**config.mk**
```make
export PLATFORM = sky130hd
export DESIGN_NAME = modem_status_ctl
export DESIGN_NICKNAME = d
export VERILOG_FILES = /design/src/rtl/mdm_pkg.sv /design/src/rtl/mdm_sync.sv /design/src/rtl/mdm_ctrl.sv /design/src/rtl/mdm_track.sv /design/src/rtl/modem_status_ctl.sv
export SDC_FILE = /design/constraint.sdc
export NUM_CORES = 1
export LEC_CHECK = 0
export ABC_AREA = 0
export CAP_MARGIN = 10
export CELL_PAD_IN_SITES_DETAIL_PLACEMENT = 0
export CELL_PAD_IN_SITES_GLOBAL_PLACEMENT = 1
export CORE_UTILIZATION = 33
export CTS_CLUSTER_DIAMETER = 60
export DETAILED_ROUTE_END_ITERATION = 8
export PLACE_DENSITY_LB_ADDON = 0.1
export SLEW_MARGIN = 10
export SYNTH_ARGS = -nofsm -noshare
export SYNTH_HDL_FRONTEND = slang
export SYNTH_SLANG_ARGS = --single-unit
```
**constraint.sdc**
```tcl
create_clock -name clk -period 2.7 [get_ports clk]
set_clock_uncertainty 0.15 [all_clocks]
set_input_delay 0.27 -clock clk [delete_from_list [all_inputs] [get_ports clk]]
set_output_delay 0.27 -clock clk [all_outputs]
set_load 0.03 [all_outputs]
```
**src/rtl/mdm_pkg.sv**
```systemverilog
package mdm_pkg;
    localparam int LINE_CNT = 4;
    // position of each line inside a status nibble
    localparam int IDX_CTS = 0;
    localparam int IDX_DSR = 1;
    localparam int IDX_RI  = 2;
    localparam int IDX_DCD = 3;
    localparam logic [LINE_CNT-1:0] LVL_RESET = 4'b1011;

    typedef struct packed {
        logic loop;
        logic out2;
        logic out1;
        logic rts;
        logic dtr;
    } ctl_t;

    localparam int   CTL_W     = $bits(ctl_t);
    localparam ctl_t CTL_RESET = '{loop: 1'b0, out2: 1'b1, out1: 1'b0, rts: 1'b0, dtr: 1'b0};

    typedef enum logic [0:0] {
        MODE_EXT  = 1'b0,
        MODE_LOOP = 1'b1
    } mode_e;
endpackage

```
**src/rtl/mdm_sync.sv**
```systemverilog
module mdm_sync #(
    parameter int              STAGES  = 2,
    parameter int              WIDTH   = 4,
    parameter logic [WIDTH-1:0] RST_VAL = '0
) (
    input  logic             clk,
    input  logic             rst_n,
    input  logic [WIDTH-1:0] async_in,
    output logic [WIDTH-1:0] sync_out
);
    for (genvar b = 0; b < WIDTH; b++) begin : g_line
        logic [STAGES-1:0] chain;
        always_ff @(posedge clk or negedge rst_n) begin
            if (!rst_n) chain <= {STAGES{RST_VAL[b]}};
            else        chain <= {chain[STAGES-2:0], async_in[b]};
        end
        assign sync_out[b] = chain[STAGES-1];
    end
endmodule

```
**src/rtl/mdm_ctrl.sv**
```systemverilog
module mdm_ctrl
    import mdm_pkg::*;
(
    input  logic                clk,
    input  logic                rst_n,
    input  logic                wr,
    input  logic [7:0]          wdata,
    input  logic [LINE_CNT-1:0] ext_lvl,
    output ctl_t                ctl_q,
    output mode_e               mode_q,
    output logic [LINE_CNT-1:0] lvl_sel,
    output logic                rts_pin,
    output logic                dtr_pin,
    output logic                out1_pin,
    output logic                out2_pin
);
    mode_e mode_d;
    logic  unused_hi;
    assign unused_hi = ^wdata[7:CTL_W];

    always_ff @(posedge clk or negedge rst_n) begin
        if (!rst_n) ctl_q <= CTL_RESET;
        else if (wr) ctl_q <= ctl_t'(wdata[CTL_W-1:0]);
    end

    // next-state: EXT_TO_LOOP / LOOP_TO_EXT on control writes
    always_comb begin
        mode_d = mode_q;
        unique case (mode_q)
            MODE_EXT:  if (wr &&  wdata[CTL_W-1]) mode_d = MODE_LOOP;
            MODE_LOOP: if (wr && !wdata[CTL_W-1]) mode_d = MODE_EXT;
        endcase
    end

    always_ff @(posedge clk or negedge rst_n) begin
        if (!rst_n) mode_q <= MODE_EXT;
        else        mode_q <= mode_d;
    end

    // outputs per state
    always_comb begin
        out1_pin = ctl_q.out1;
        out2_pin = ctl_q.out2;
        unique case (mode_q)
            MODE_EXT: begin
                lvl_sel = ext_lvl;
                rts_pin = ctl_q.rts;
                dtr_pin = ctl_q.dtr;
            end
            MODE_LOOP: begin
                lvl_sel[IDX_DCD] = ctl_q.out2;
                lvl_sel[IDX_RI]  = ctl_q.out1;
                lvl_sel[IDX_DSR] = ctl_q.dtr;
                lvl_sel[IDX_CTS] = ctl_q.rts;
                rts_pin = 1'b0;
                dtr_pin = 1'b0;
            end
        endcase
    end
endmodule

```
**src/rtl/mdm_track.sv**
```systemverilog
module mdm_track
    import mdm_pkg::*;
(
    input  logic                clk,
    input  logic                rst_n,
    input  logic [LINE_CNT-1:0] lvl_in,
    input  logic                rd,
    output logic [LINE_CNT-1:0] lvl_q,
    output logic [LINE_CNT-1:0] flag_q
);
    logic [LINE_CNT-1:0] edge_hit;

    for (genvar b = 0; b < LINE_CNT; b++) begin : g_edge
        if (b == IDX_RI) begin : g_trail
            assign edge_hit[b] = lvl_q[b] & ~lvl_in[b];
        end else begin : g_any
            assign edge_hit[b] = lvl_q[b] ^ lvl_in[b];
        end
    end

    always_ff @(posedge clk or negedge rst_n) begin
        if (!rst_n) begin
            lvl_q  <= LVL_RESET;
            flag_q <= '0;
        end else begin
            lvl_q  <= lvl_in;
            flag_q <= (rd ? '0 : flag_q) | edge_hit;
        end
    end
endmodule

```
**src/rtl/modem_status_ctl.sv**
```systemverilog
module modem_status_ctl
    import mdm_pkg::*;
#(
    parameter int SYNC_STAGES = 2
) (
    input  logic       clk,
    input  logic       rst_n,
    input  logic       ctl_wr,
    input  logic [7:0] ctl_wdata,
    output logic [7:0] ctl_rdata,
    input  logic       sts_rd,
    output logic [7:0] sts_rdata,
    input  logic       msi_en,
    input  logic       cts_in,
    input  logic       dsr_in,
    input  logic       dcd_in,
    input  logic       ri_in,
    output logic       rts_out,
    output logic       dtr_out,
    output logic       out1_out,
    output logic       out2_out,
    output logic       irq_out
);
    logic [LINE_CNT-1:0] pin_lvl, ext_lvl, lvl_sel, lvl_q, flag_q;
    ctl_t                ctl_q;
    mode_e               mode_q;

    always_comb begin
        pin_lvl[IDX_CTS] = cts_in;
        pin_lvl[IDX_DSR] = dsr_in;
        pin_lvl[IDX_RI]  = ri_in;
        pin_lvl[IDX_DCD] = dcd_in;
    end

    mdm_sync #(.STAGES(SYNC_STAGES), .WIDTH(LINE_CNT), .RST_VAL(LVL_RESET)) u_sync (
        .clk(clk), .rst_n(rst_n), .async_in(pin_lvl), .sync_out(ext_lvl)
    );

    mdm_ctrl u_ctrl (
        .clk(clk), .rst_n(rst_n), .wr(ctl_wr), .wdata(ctl_wdata),
        .ext_lvl(ext_lvl), .ctl_q(ctl_q), .mode_q(mode_q), .lvl_sel(lvl_sel),
        .rts_pin(rts_out), .dtr_pin(dtr_out), .out1_pin(out1_out), .out2_pin(out2_out)
    );

    mdm_track u_track (
        .clk(clk), .rst_n(rst_n), .lvl_in(lvl_sel), .rd(sts_rd),
        .lvl_q(lvl_q), .flag_q(flag_q)
    );

    assign ctl_rdata = {{(8-CTL_W){1'b0}}, ctl_q};
    assign sts_rdata = {lvl_q, flag_q};
    assign irq_out   = msi_en & (|flag_q);
endmodule

```
# Yosys cells after proc, flatten, opt, wreduce, memory -nomap -nowiden
# Index checks and enable logic that the tools add are counted.
dict set report totals {
  reg_bits 22
  inputBits 17
  word_cells 31
}
dict set report classes {
  muxes 7
  bitwise 8
  reduce_logical 4
}
# op n
set op_table {}
lappend op_table {{case mux 4 bit (2 select lines)} 1}
lappend op_table {{case mux 1 bit (2 select lines)} 3}
lappend op_table {{2-to-1 mux 4 bit} 1}
lappend op_table {{OR 4 bit} 1}
lappend op_table {{OR reduction 4 bit} 1}
lappend op_table {{XOR 1 bit} 3}
lappend op_table {{bitwise AND 1 bit} 2}
lappend op_table {{logical AND 1 bit} 2}
lappend op_table {{2-to-1 mux 1 bit} 2}
lappend op_table {{NOT 1 bit} 2}
lappend op_table {{zero test 1 bit} 1}

# Logic depth before layout (Yosys ltp)
# Gate-level depths: netlist (run 1).
dict set report depth {
  depth_word 5
  ltp_mapped 4
  depth_no_buf 3
}

# Modules after synthesis
# From an unflattened synthesis (run 1), not the netlist that was laid out.
dict set report hier_totals {
  hier_cells 57
  area_unflattened_um2 839.6
}
# mod instances cells_each area_each_um2 seq_area_each_um2
set modules_own_cells {}
lappend modules_own_cells {mdm_ctrl 1 20 294.0 126.4}
lappend modules_own_cells {mdm_track 1 20 270.3 203.9}
lappend modules_own_cells {mdm_sync 1 12 237.7 207.7}
lappend modules_own_cells {modem_status_ctl 1 5 37.5 0.0}

# Worst setup path after synthesis (run 1)
# No wires, ideal clock.
dict set report synth_path {
  kind {flip-flop to output port}
  startpoint {register u_track.flag_q[0]}
  endpoint {output port irq_out}
  t_arrival_ns 1.061
  required_time_ns 2.280
  slack_ns 1.219
  stages_incl_launch_ff 2
  n_path_buf 0
  cell_sequence {dfrtp_1 -> o41a_1}
}
dict set report synth_via {
  elab_chain_cells 2
}
# element line_no
set synth_lines {}
lappend synth_lines {{start: declaration} mdm_track.sv:9} ;# output logic [LINE_CNT-1:0] flag_q
lappend synth_lines {{start signal: assignment} mdm_track.sv:27} ;# flag_q <= (rd ? '0 : flag_q) | edge_hit;
lappend synth_lines {{OR reduction 4 bit} modem_status_ctl.sv:52} ;# assign irq_out = msi_en & (|flag_q);
lappend synth_lines {{bitwise AND 1 bit} modem_status_ctl.sv:52}
lappend synth_lines {{end: declaration} modem_status_ctl.sv:22} ;# output logic irq_out
# Every way passes these cells.

==> results of run 1 <==
==> worst reg2reg max path, cell delays in order, from the launching register on <==
cell	delay [ns]
dfrtp_1	0.54
mux2_4	0.36
nor3_2	0.15
a21oi_1	0.05
==> cells by family (layout without fill, tap and decap cells) <==
logic type / count (synthesis) / count (layout) / synth area share [%]
muxes: 9 / 9 / 13.6
AOI/OAI and AO/OA: 5 / 5 / 3.92
and+or+nand+nor: 11 / 11 / 9.64
buffers and inverters: 9 / 38 / 7.68
other: 1 / 3 / 0.451
DFF: 21 / 21 / 64.8
==> routing by layer <==
metal  wire [um]  global-route usage [%]  up-vias  part of all wire [%]
met1         561                    13.7      235                    45
met3          89                    5.22        2                   7.1
met2         585                    16.9       22                    47
li1            -                       -      238                     -
met4          16                    5.26        0                   1.3
met5           0                       0        -                     0
==> synth_stat cells <==
cell,n
and2b_2,2
buf_4,6
nor2b_1,6
o41a_1,1
o22ai_1,1
conb_1,1
nor3_2,2
a21oi_1,3
inv_1,2
dfstp_2,10
nor3_1,1
buf_6,1
mux2_4,3
mux2_2,6
dfrtp_1,11
==> where the power goes <==
part | internal (uW) | switching, uW
Clock | 55.1 | 85.5
Sequential | 356 | 24.7
Combinational | 106 | 115
==> path summary, 6_finish.rpt <==
check	start	end	slack [ns]	cells after the start
worst max-delay path	flop	dtr_out	0.56	2
worst min-delay path	rst_n	u_ctrl.ctl_q[1]	0.16	2
worst max register to register	flop	u_track.flag_q[3]	1.35	3
worst min register to register	u_sync.g_line[0].chain[0]	u_sync.g_line[0].chain[1]	0.21	0
max in group asynchronous	rst_n	u_track.lvl_q[3]	1.98	2
min in group clk	u_sync.g_line[0].chain[0]	u_sync.g_line[0].chain[1]	0.21	0
==> flip-flops by register name, indices dropped and copies added, names as in the netlist, named ones only <==
signal / flops
u_ctrl.out2_pin: 1
u_track.flag_q: 4
u_ctrl.ctl_q: 2
u_sync.g_line.chain: 8
u_ctrl.out1_pin: 1
u_track.lvl_q: 4
==> through the flow <==
step	util [%]	cells
after global placement	49.4	111
after global routing	50.6	115
after detailed placement	49.4	111
after CTS	50.6	115
final	50.6	115
after floorplan	-	58
==> cells in the final DEF (no fill, tap or decap), drive strengths merged <==
cell type | synthesis | routed
clkdlybuf4s50 | 0 | 31
dfrtp | 11 | 11
dfstp | 10 | 10
mux2 | 9 | 9
nor2b | 6 | 6
a21oi | 3 | 3
conb | 1 | 3
clkbuf | 0 | 3
nor3 | 3 | 3
and2b | 2 | 2
inv | 2 | 2
o41a | 1 | 1
o22ai | 1 | 1
clkinv | 0 | 1
buf | 7 | 1
==> final cells by class <==
type	count	area [um^2]
fill	208	1130
sequential	21	538
timing repair buffer	32	318
multi-input combinational	28	236
tap	28	35.0
clock buffer	3	22.5
inverter	2	7.51
clock inverter	1	5.00
==> run summary, run 1 <==
status = complete, no violations
top-area cell type share of the netlist area = 33.1%
setup violators final = 0
worst vdd ir = 434 uV
Max FO, Critical Path = 8
startpoint class of the critical path = flop
clock sinks = 21
Via Count = 497
initial antenna violation count = 0
Setup CP Type = reg2out
MaxCap Viol Count = 0
Die Wd = 52.2 um
Setup WS post-layout = 0.558 ns
Placed Area = 1130 um^2
crit end category = output pin
Setup WS pre-CTS = 0.755 ns
Synth Register Bits = 21
I/O Buffers = 31
layout cells sized above 1 = 32.2%
die area = 2720 um^2
area grow syn2layout = 39.9%
Synth Cell Area = 831 um^2
Wirelength per Cell = 10.9 um
largest area contributor in the netlist = dfrtp_1
DR DRC count = 0
max frequency = 0.467 GHz
global route total overflow = 0
Worst-path clk slew = 0.11 ns
GP Congestion = 0.621
largest net degree at the start of global routing = 22
static leakage = 0.000476 uW
Critical Path Max Stage Delay = 0.66 ns
Clock Latency Late Sink = 0.29 ns
P per Cell Area = 639 nW/um^2
Synth Warn # = 0
CP Cell Sequence = and2b_2 > clkdlybuf4s50_1
delay-heaviest family, CP = buffers and inverters
design area = 1160 um^2
vias in the first global route = 490
diodes inserted = 0
clk buf depth = 2
Initial DRT Pass Iterations = 2
sequential share of the synthesized area = 64.8%
H-tree lvl count = 1
row cnt = 17
total power = 743 uW
Critical Path AT = 1.72 ns
CTS tree = yes
initial core utilization = 36.2%
first-pass GRT wire length = 2.12 mm
Syn Area/Cell = 14.8 um^2
Final Hold Fails = 0
I/O pins = 38
hold slack = 0.157 ns
die height = 52.2 um
core area = 2300 um^2
critical path required time = 2.28 ns
total track usage = 11.3%
number of library cell types mapped by synthesis = 15
total CTS buffers = 3
RSZ-0062 raised after global routing = false
Final Cycle Share = 79.3%
hold crit path type = in2async
postcts setup bufs = 0
Tmin final = 2.14 ns
cells after synthesis = 56
largest cells by area after synthesis = dfrtp_1, dfstp_2, mux2_2
PostCTS Resize Cnt = 0
CP max stage cell = clkdlybuf4s50_1
CP Buf/Inv Count = 1
Routed Wire Length = 1.25 mm
Final #Nets = 105
CTS root buffer = clkbuf_4
CTS Hold Bufs = 0
Routed Antenna Nets = 0
Setup TNS = 0 ns
via/cell ratio = 4.32
Initial DRC Count = 3
fin. max-slew vios = 0
Power figures use the tool's default switching activity.
==> inputs of run 2 (changes only) <==
--- a/config.mk
+++ b/config.mk
@@ -9,7 +9,7 @@
 export CAP_MARGIN = 10
 export CELL_PAD_IN_SITES_DETAIL_PLACEMENT = 0
 export CELL_PAD_IN_SITES_GLOBAL_PLACEMENT = 1
-export CORE_UTILIZATION = 33
+export CORE_UTILIZATION = 31
 export CTS_CLUSTER_DIAMETER = 60
 export DETAILED_ROUTE_END_ITERATION = 8
 export PLACE_DENSITY_LB_ADDON = 0.1
==> constraint.sdc (replaced) <==
create_clock -name clk -period 2 [get_ports clk]
set_clock_uncertainty 0.15 [all_clocks]
set_input_delay 0.2 -clock clk [delete_from_list [all_inputs] [get_ports clk]]
set_output_delay 0.2 -clock clk [all_outputs]
set_load 0.03 [all_outputs]
==> run 2 against run 1 <==
Compared with the run above: worst setup slack worse by 0.45 ns; cell area grew 1.2%; utilization down 3.6 points; power increased by 37%; highest routed layer unchanged; sequential cell count is the same; critical path type unchanged; via count grew 4.0%; critical path depth decreased by 1.
==> run summary, run 2 (same netlist as run 1, synthesis figures left out) <==
vias in the first global route = 463 (-5.5%)
Setup WS post-layout = 0.108 ns (-0.450 ns)
Setup CP Type = reg2out
Metal-1 WL = 596 um (+6.2%)
first-pass GRT wire length = 2.02 mm (-4.6%)
Die Wd = 53.8 um (+3.1%)
core area = 2500 um^2 (+8.8%)
Clock Latency Late Sink = 0.30 ns (about the same)
Internal = 699 uW (+35%)
initial core utilization = 33.2% (-2.9 points)
Final Cycle Share = 94.6%
Worst R2R End = u_track.flag_q[3]
Final #Nets = 106 (+0.95%)
Critical Path AT = 1.54 ns (-0.18 ns)
clock sinks = 21 (unchanged)
row cnt = 18 (+1)
global route total overflow = 0 (unchanged)
H-tree lvl count = 1 (unchanged)
delay-heaviest family, CP = buffers and inverters
MaxCap Viol Count = 0 (unchanged)
wire length on met3 = 112 um (+26%)
P per Cell Area = 863 nW/um^2 (+35%)
largest net degree at the start of global routing = 22 (unchanged)
Initial DRT Pass Iterations = 2 (unchanged)
CP max stage cell = clkdlybuf4s50_1
total track usage = 10.8% (-0.41 points)
wire length on met2 = 650 um (+11%)
Routed Antenna Nets = 0 (unchanged)
Top reg by flops = u_sync.g_line.chain
RSZ-0062 raised after global routing = false
Tmin final = 1.89 ns
DR DRC count = 0 (unchanged)
I/O Buffers = 31 (unchanged)
die area = 2890 um^2 (+6.2%)
Routed Wire Length = 1.39 mm (+11%)
sequential power share = 50.3% (-0.9 points)
fin. max-slew vios = 0 (unchanged)
Final Hold Fails = 0 (unchanged)
area of the multi-input gates = 236 um^2 (unchanged)
CTS tree = yes
worst vdd ir = 447 uV (+3.0%)
hold crit path type = in2async
Max Used Layer = met4
GP Congestion = 0.632 (+1.7%)
die height = 53.8 um (+3.1%)
initial antenna violation count = 0 (unchanged)
Worst Setup EP = out2_out
Setup TNS = 0 ns (unchanged)
area grow syn2layout = 41.6%
final core occ = 47.0% (-3.6 points)
Crit. path cell count = 1 (-1)
Clock power frac = 19.7% (+0.8 points)
setup violators final = 0 (unchanged)
highest-count cells in the layout ignoring fill and taps = clkdlybuf4s50_1, dfrtp_1, dfstp_2, nor2b_1, mux2_2
r2r setup slk = 0.63 ns (-0.72 ns)
r2r worst-path depth = 4 (+1)
startpoint class of the critical path = flop
NetSw = 316 uW (+40%)
CTS root buffer = clkbuf_4
CP Buf/Inv Count = 1 (unchanged)
status = complete, no violations
FF/Latch Area = 538 um^2 (unchanged)
Max FO, Critical Path = 4 (-4)
total CTS buffers = 3 (unchanged)
leading cell type in the layout, fill and taps excluded = clkdlybuf4s50_1
max frequency = 0.529 GHz
Regs by FF count = u_sync.g_line.chain (8), u_track.flag_q (4), u_track.lvl_q (4)
Initial DRC Count = 1 (-2)
Setup WS pre-CTS = 0.187 ns (-0.569 ns)
layout cells sized above 1 = 33.0% (+0.77 points)
critical path required time = 1.65 ns (-0.63 ns)
diodes inserted = 0 (unchanged)
Sw Share = 31.1% (+0.78 points)
clk buf depth = 2 (unchanged)
Worst-path clk slew = 0.11 ns (about the same)
Combinational Power Share = 30.0% (+0.2 points)
fillers = 249 (+20%)
Via Count = 517 (+4.0%)
I/O pins = 38 (unchanged)
max reg flops = 8 (unchanged)
Critical Path Max Stage Delay = 0.67 ns (about the same)
Critical path origin = u_ctrl.out2_pin
CP Cell Sequence = clkdlybuf4s50_1
Wirelength per Cell = 11.8 um (+8.0%)
via/cell ratio = 4.38 (+1.4%)
crit end category = output pin
static leakage = 0.000510 uW (+7.2%)
CTS Hold Bufs = 0 (unchanged)
==> run 2: area by class of cell <==
type	count	share of cell area (%)
Tap cell	30	3.19
Clock inverter	1	0.426
Multi-Input combinational cell	28	20.1
Timing Repair Buffer	33	28.0
Sequential cell	21	45.7
Clock buffer	3	1.91
Inverter	2	0.638
==> run 2: how the worst min path moves through the flow <==
stage | start | endpoint | slack [ns] | cells after the start
4_1_cts | rst_n | u_track.flag_q[1] | 0.07 | 2
6_report | rst_n | u_sync.g_line[2].chain[0] | 0.07 | 2
5_1_grt | rst_n | u_track.flag_q[1] | 0.08 | 2
2_1_floorplan | rst_n | async pin | -0.25 | 0
3_5_place_dp | u_sync.g_line[2].chain[0] | u_sync.g_line[2].chain[1] | 0.20 | 0
3_3_place_gp | u_sync.g_line[2].chain[0] | u_sync.g_line[2].chain[1] | 0.18 | 0
==> run 2: routing by layer <==
| metal | track usage (%) | vias up |
|---|---|---|
| li1 | - | 239 |
| met1 | 12.1 | 251 |
| met2 | 16.5 | 23 |
| met3 | 3.67 | 4 |
| met4 | 9.21 | 0 |
| met5 | 0 | - |
==> run 2: power by group through the flow <==
stage          combinational [uW]  sequential (uW)  clock, uW
2_1_floorplan                 119              583          0
3_3_place_gp                  307              517          0
3_5_place_dp                  310              519          0
4_1_cts                       310              512        215
5_1_grt                       326              518        225
6_report                      305              510        200
==> run 2: per-stage QoR <==
step / cell area, um^2 / hold WS [ns] / cells / power [uW]
4_1_cts: 1170 / 0.0665 / 118 / 1040
3_3_place_gp: 1140 / 0.182 / 114 / 824
2_1_floorplan: 838 / -0.246 / 58 / 702
6_report: 1180 / 0.0745 / 118 / 1020
5_1_grt: 1180 / 0.0819 / 118 / 1070
3_5_place_dp: 1140 / 0.195 / 114 / 829
==> run 2: what timing repair did <==
action,in CTS,in global routing
endpoints found under the setup margin,1,2
pin swaps,0,0
gates resized for setup,1,2
setup buffers,0,0
